--- src/rtl/dbp_pkg.sv ---
package dbp_pkg;
  localparam int NBUF = 2;
  localparam int FLOW_REL_BIT = 4;

  typedef enum logic [1:0] {
    EOB_CHAIN  = 2'b00,
    EOB_STOP   = 2'b01,
    EOB_LINEAR = 2'b10,
    EOB_MASK   = 2'b11
  } eob_mode_e;

  typedef enum logic [2:0] {
    OP_NONE   = 3'd0,
    OP_PTR    = 3'd1,
    OP_START1 = 3'd2,
    OP_END1   = 3'd3,
    OP_START2 = 3'd4,
    OP_END2   = 3'd5,
    OP_FLOW   = 3'd6,
    OP_FLAGS  = 3'd7
  } cmd_op_e;
endpackage

--- src/rtl/dbp_region.sv ---
// One buffer region: start/end registers plus end-address comparators.
module dbp_region #(
  parameter int AW = 13
) (
  input  logic          clk,
  input  logic          rst_n,
  input  logic          ld_start,
  input  logic          ld_end,
  input  logic [AW-1:0] din,
  input  logic [AW-1:0] ptr,
  input  logic [AW-1:0] nxt,
  output logic [AW-1:0] start_q,
  output logic [AW-1:0] end_q,
  output logic          at_end,
  output logic          lands
);
  always_ff @(posedge clk or negedge rst_n) begin
    if (!rst_n) begin
      start_q <= '0;
      end_q   <= '0;
    end else begin
      if (ld_start) start_q <= din;
      if (ld_end)   end_q   <= din;
    end
  end

  assign at_end = (ptr == end_q);
  assign lands  = (nxt == end_q);
endmodule

--- src/rtl/dbp_step.sv ---
// Next-pointer selection: chaining jumps, otherwise increment with wrap.
module dbp_step import dbp_pkg::*; #(
  parameter int AW = 13,
  parameter int NB = NBUF
) (
  input  logic [AW-1:0]          ptr,
  input  logic [NB-1:0][AW-1:0]  start_q,
  input  logic [NB-1:0]          at_end,
  input  logic [NB-1:0][1:0]     mode_q,
  output logic [AW-1:0]          nxt
);
  localparam logic [AW-1:0] ONE = {{(AW-1){1'b0}}, 1'b1};

  // Higher buffer index wins, so two chaining buffers sharing an end
  // address send the pointer to the start of buffer 1.
  always_comb begin
    nxt = ptr + ONE;
    for (int i = 0; i < NB; i++) begin
      if (at_end[i] && (mode_q[i] == EOB_CHAIN))
        nxt = start_q[(i + 1) % NB];
    end
  end
endmodule

--- src/rtl/dbp_halt_ctl.sv ---
// Stop-mode halt state and the two-edge release sequence.
module dbp_halt_ctl (
  input  logic clk,
  input  logic rst_n,
  input  logic cmd_acc,
  input  logic clr,
  input  logic rel_req,
  input  logic cnt_en,
  input  logic stop_hit,
  output logic halted,
  output logic rel_pend,
  output logic adv
);
  assign adv = !cmd_acc && cnt_en && (!halted || rel_pend);

  always_ff @(posedge clk or negedge rst_n) begin
    if (!rst_n) begin
      halted   <= 1'b0;
      rel_pend <= 1'b0;
    end else if (clr) begin
      halted   <= 1'b0;
      rel_pend <= 1'b0;
    end else if (cmd_acc) begin
      rel_pend <= rel_req && halted;
    end else begin
      rel_pend <= 1'b0;
      if (rel_pend && cnt_en)
        halted <= 1'b0;
      else if (!halted && stop_hit)
        halted <= 1'b1;
    end
  end
endmodule

--- src/rtl/dbp_seq_ptr.sv ---
module dbp_seq_ptr import dbp_pkg::*; #(
  parameter int AW = 13
) (
  input  logic          clk,
  input  logic          rst_n,
  input  logic          cmd_valid,
  output logic          cmd_ready,
  input  logic [2:0]    cmd_op,
  input  logic [AW-1:0] cmd_data,
  input  logic          cnt_en_n,
  output logic [AW-1:0] addr,
  output logic          eob1_n,
  output logic          eob2_n,
  output logic          wr_inhibit,
  output logic [1:0]    flag_q
);
  localparam int NB = NBUF;

  cmd_op_e              op;
  logic                 cmd_acc;
  logic [AW-1:0]        ptr;
  logic [AW-1:0]        nxt;
  logic [NB-1:0]        flag_r;
  logic [NB-1:0][1:0]   mode_q;
  logic [NB-1:0]        ld_start, ld_end, at_end, lands, eob_n, stop_b;
  logic [NB-1:0][AW-1:0] start_q, end_q;
  logic                 clr, rel_req, halted, rel_pend, adv;

  assign cmd_ready = 1'b1;
  assign cmd_acc   = cmd_valid && cmd_ready;
  assign op        = cmd_op_e'(cmd_op);

  for (genvar g = 0; g < NB; g++) begin : g_buf
    localparam cmd_op_e START_OP = (g == 0) ? OP_START1 : OP_START2;
    localparam cmd_op_e END_OP   = (g == 0) ? OP_END1   : OP_END2;

    assign ld_start[g] = cmd_acc && (op == START_OP);
    assign ld_end[g]   = cmd_acc && (op == END_OP);

    dbp_region #(.AW(AW)) u_region (
      .clk      (clk),
      .rst_n    (rst_n),
      .ld_start (ld_start[g]),
      .ld_end   (ld_end[g]),
      .din      (cmd_data),
      .ptr      (ptr),
      .nxt      (nxt),
      .start_q  (start_q[g]),
      .end_q    (end_q[g]),
      .at_end   (at_end[g]),
      .lands    (lands[g])
    );

    assign stop_b[g] = at_end[g] && (mode_q[g] == EOB_STOP);
    assign eob_n[g]  = ~(flag_r[g] && (mode_q[g] != EOB_MASK));
  end

  dbp_step #(.AW(AW), .NB(NB)) u_step (
    .ptr     (ptr),
    .start_q (start_q),
    .at_end  (at_end),
    .mode_q  (mode_q),
    .nxt     (nxt)
  );

  assign clr     = cmd_acc && ((op == OP_PTR) || (|ld_start));
  assign rel_req = cmd_acc && (op == OP_FLOW) && !cmd_data[FLOW_REL_BIT];

  dbp_halt_ctl u_halt (
    .clk      (clk),
    .rst_n    (rst_n),
    .cmd_acc  (cmd_acc),
    .clr      (clr),
    .rel_req  (rel_req),
    .cnt_en   (!cnt_en_n),
    .stop_hit (|stop_b),
    .halted   (halted),
    .rel_pend (rel_pend),
    .adv      (adv)
  );

  always_ff @(posedge clk or negedge rst_n) begin
    if (!rst_n) begin
      for (int i = 0; i < NB; i++) mode_q[i] <= EOB_LINEAR;
    end else if (cmd_acc && (op == OP_FLOW)) begin
      mode_q <= cmd_data[2*NB-1:0];
    end
  end

  always_ff @(posedge clk or negedge rst_n) begin
    if (!rst_n) begin
      ptr    <= '0;
      flag_r <= '0;
    end else begin
      if (cmd_acc && (op == OP_PTR)) ptr <= cmd_data;
      else if (adv)                  ptr <= nxt;

      if (cmd_acc && (op == OP_FLAGS)) flag_r <= flag_r & cmd_data[NB-1:0];
      else if (adv)                    flag_r <= flag_r | lands;
    end
  end

  assign addr       = ptr;
  assign eob1_n     = eob_n[0];
  assign eob2_n     = eob_n[1];
  assign wr_inhibit = halted;
  assign flag_q     = flag_r;
endmodule

--- config.mk ---
export PLATFORM = sky130hd
export DESIGN_NAME = dbp_seq_ptr
export DESIGN_NICKNAME = d
export VERILOG_FILES = /design/src/rtl/dbp_pkg.sv /design/src/rtl/dbp_region.sv /design/src/rtl/dbp_step.sv /design/src/rtl/dbp_halt_ctl.sv /design/src/rtl/dbp_seq_ptr.sv
export SDC_FILE = /design/constraint.sdc
export NUM_CORES = 1
export LEC_CHECK = 0
export BUFFER_PORTS_ARGS = -buffer_cell sky130_fd_sc_hd__buf_2
export CAP_MARGIN = 40
export CORE_UTILIZATION = 30
export DETAILED_ROUTE_END_ITERATION = 10
export REMOVE_ABC_BUFFERS = 1
export SYNTH_ARGS = -nofsm -noshare
export SYNTH_HDL_FRONTEND = slang
export SYNTH_SLANG_ARGS = --single-unit
export TNS_END_PERCENT = 10
--- constraint.sdc ---
create_clock -name clk -period 2.5 [get_ports clk]
set_input_delay 0.5 -clock clk [delete_from_list [all_inputs] [get_ports clk]]
set_output_delay 0.5 -clock clk [all_outputs]
set_load 0.03 [all_outputs]
==> impl_metrics.csv <==
group,metric,value,unit
outcome,outcome,"complete, but fails checks",
outcome,violations,"negative setup slack",
cts,cts_tree,"yes",
placed_design,hpwl,9108,µm
synthesis,synth.most_common_cell,"dfrtp_1",
die,rows,42,
cells_and_area,final_nets,510,
die,io_pins,39,
pwr,worst_ir_drop_vdd,427.3,µV
pwr,swShare,36.52,%
critical_path,crit_top_cell,"nand4_1",
pwr,total_power,5.300,mW
synthesis,synthesis.area,4223,µm²
routing,route.detailed.drc,0,
synthesis,ys.flop_type,"dfrtp_1",
timing,clock_skew,0.005113,ns
synthesis,synth_common_cells,"dfrtp_1, mux2_2, xor2_1, nand2_1, xnor2_1",
timing,drv_slew,0,
timing,setup_viol,2,
routing,routed-via-count,3413,
grt,grt_pass1_wl,19750,µm
critical_path,end_kind,"flop",
timing,worstMarginPinSlew,0.7435,ns
cts,clk_pin_slew,0.06,ns
synthesis,syn_inst,380,
cts,cts_sinks,73,
timing,fin_crit,2.564,ns
flow_run,maxCapViolations,0,
synthesis,synthDistinctLibCells,52,
grt,grt-ovfl-total,0,
die,die_w,120.6,µm
critical_path,crit_type,"flop to flop",
pwr,switchingPower,1.936,mW
pwr,power_leakage,2.484,nW
routing,wl_per_cell,18.92,µm
critical_path,crit_family,"simple AND/OR/NAND/NOR gates",
synthesis,synth-seq-cells,73,
placed_design,io_buffers,37,
synthesis,seq_area_frac_synth,43.32,%
critical_path,reg2reg_depth,9,
pwr,power_density,927.2,nW/µm²
cells_and_area,fin_area,5717,µm²
synthesis,synth_area_leader_cell,"dfrtp_1",
timing,timing.fmax,0.3899,GHz
critical_path,critical_path.reg2reg.endpoint,"flag_q[1]",
critical_path,crit_slowest_cell,"dfrtp_2",
critical_path,max_stage_delay,0.44,ns
critical_path,cp-startpoint,"addr[8]",
critical_path,critPathLaunchType,"flop",
critical_path,endpoint,"flag_q[1]",
placed_design,dpl_worst_slack,-0.1691,ns
cts,clk-insertion-delay-late,0.34,ns
timing,slew_headroom,50.25,%
grt,antenna_found_initial,0,
routing,drt-initial-drc-count,245,
placed_design,gp_congestion,0.9175,
pwr,p_clk_share,24.1,%
cts,clk_root_buffer_cell,"clkbuf_16",
pwr,seq_power_share,32.9,%
cts,htree_levels,3,
routing,dr.pass1.iters,4,
worst_hold_path,min_path_type,"input port to async pin",
synthesis,ys_async_sr_fraction,100.0,%
die,die_h,120.6,µm
pwr,p_comb_share,43.0,%
critical_path,r2r_setup_slack,-0.06,ns
placed_design,postPlaceCellArea,4950,µm²
critical_path,cp_max_fo,6,
routing,wirelength,12680,µm
timing,period_share,102.6,%
critical_path,worst_ep_arrival_time,2.82,ns
timing,worst_slack,-0.06449,ns
timing,hold_violations,0,
critical_path,worstPathRequired,2.75,ns
synthesis,synth_area_leaders,"dfrtp_1, mux2_2, xor2_1",
cts,cts_buffer_depth,2,
grt,grt_max_degree,28,
critical_path,cp.depth,9,
synthesis,avgSynthCellArea,11.11,µm²
pwr,p_int,3.365,mW
synthesis,synth_top_area_share,42.07,%
grt,grt_usage,18.40,%
synthesis,yosys_warnings,0,
critical_path,crit_chain,"xor2_1 -> nor4_2 -> nand4_1 -> buf_6 -> o21ai_4 -> a2bb2oi_4 -> xor2_2 -> nand4_1 -> o31ai_2",
die,coreArea,13510,µm²
routing,drtAntennaViolNets,0,
die,dieArea,14550,µm²
die,start_util,31.27,%
critical_path,reg2reg_from,"addr[8]",
grt,grt_pass1_vias,3555,
synthesis,synth_edf_count,0,
routing,viasPerCell,5.094,
cells_and_area,area_growth,35.38,%
timing,rsz0062_at_grt,"yes",
cells_and_area,drive_above_1_share,52.02,%
cts,cts_buffers,9,
cells_and_area,num_antenna_cells,0,
critical_path,crit_buf_inv,1,
timing,whs,0.1606,ns
per-stage QoR:
stage	util (%)	instances	TNS (ns)
after floorplan	-	355	-0.5204
after global placement	36.65	627	-0.3674
after detailed placement	36.65	627	-0.3056
after CTS	40.46	662	-0.04842
after global routing	42.33	670	-0.3228
final	42.33	670	-0.1005
flip-flops by register name, indices dropped and copies added (netlist names):
name,count
u_halt.halted,1
g_buf.u_region.end_q,26
addr,13
g_buf.u_region.start_q,26
flag_q,2
u_halt.rel_pend,1
mode_q,4
power by group through the flow:
| stage | registers (mW) | clock network (mW) | logic (mW) |
|---|---|---|---|
| floorplan | 1.85 | 0 | 0.993 |
| global placement | 1.73 | 0 | 1.88 |
| detailed placement | 1.75 | 0 | 1.90 |
| CTS | 1.73 | 1.30 | 2.05 |
| global route | 1.78 | 1.35 | 2.44 |
| finish | 1.74 | 1.28 | 2.28 |
per-layer routing:
layer	GRT usage [%]	wire length [µm]	vias up	share of wire [%]
li1	-	-	1592	-
met4	4.552	229	0	1.8
met5	0	0	-	0
met1	25.16	5594	1684	44
met3	5.283	1043	22	8.2
met2	28.48	5811	115	46
cells by family after synthesis:
kind of cell | after synthesis | synth area share, %
buf+inv | 29 | 3.851
mux | 56 | 14.93
flops | 73 | 43.32
xor+xnor | 56 | 11.79
fa+ha+maj | 1 | 0.2962
compound gates | 59 | 10.43
other cells | 1 | 0.08880
simple gates | 105 | 15.29
cell type report:
class | instances | area [µm²]
fill | 1290 | 7789
timing repair buffer | 123 | 845.8
clock inverter | 6 | 57.56
tap | 176 | 220.2
sequential | 73 | 1834
inverter | 4 | 15.01
multi-input combinational | 278 | 2505
clock buffer | 10 | 239.0
what timing repair did:
action                     4_1_cts  5_1_grt
buffers inserted                18        8
pin swaps                       16       28
cloned                           1        0
gates resized for setup         17       32
hold buffers                     0        0
setup endpoints to repair        2        2
worst reg2reg max path, stage by stage, from the launching register on:
cell and delay [ns]:
dfrtp_2 0.44, xor2_1 0.21, nor4_2 0.41, nand4_1 0.27, buf_6 0.23, o21ai_4 0.07, a2bb2oi_4 0.24, xor2_2 0.18
nand4_1 0.18, o31ai_2 0.26
how the worst min path moves through the flow:
stage | startpoint | to | slack, ns | cells after the start
after floorplan | rst_n | addr[0] | 0.20 | 0
after global placement | g_buf[1].u_region.start_q[4] | g_buf[1].u_region.start_q[4] | 0.50 | 1
after detailed placement | g_buf[0].u_region.start_q[1] | g_buf[0].u_region.start_q[1] | 0.50 | 1
after CTS | rst_n | g_buf[1].u_region.start_q[10] | 0.17 | 1
after global routing | rst_n | g_buf[0].u_region.end_q[10] | 0.21 | 1
final | rst_n | g_buf[0].u_region.end_q[10] | 0.16 | 1
cells in the final DEF (no fill, tap or decap), types with 3 or more instances in the layout:
cell	count
buf_4	82
xor2_1	25
inv_1	4
nor3_2	4
clkinv_2	4
nand4_1	20
dfrtp_2	4
a22oi_1	10
o211ai_4	3
a21oi_1	8
xor2_2	9
nand2_1	28
nor4_2	3
nor4_4	4
and3_1	5
xnor2_2	3
a221o_1	3
nor4_1	4
clkbuf_16	9
mux2_2	56
dfrtp_1	67
nor2_1	12
buf_2	37
o21ai_0	15
buf_6	4
o21ai_2	5
and3_4	3
xnor2_1	19
No activity file was read; power rests on OpenSTA's default activity.
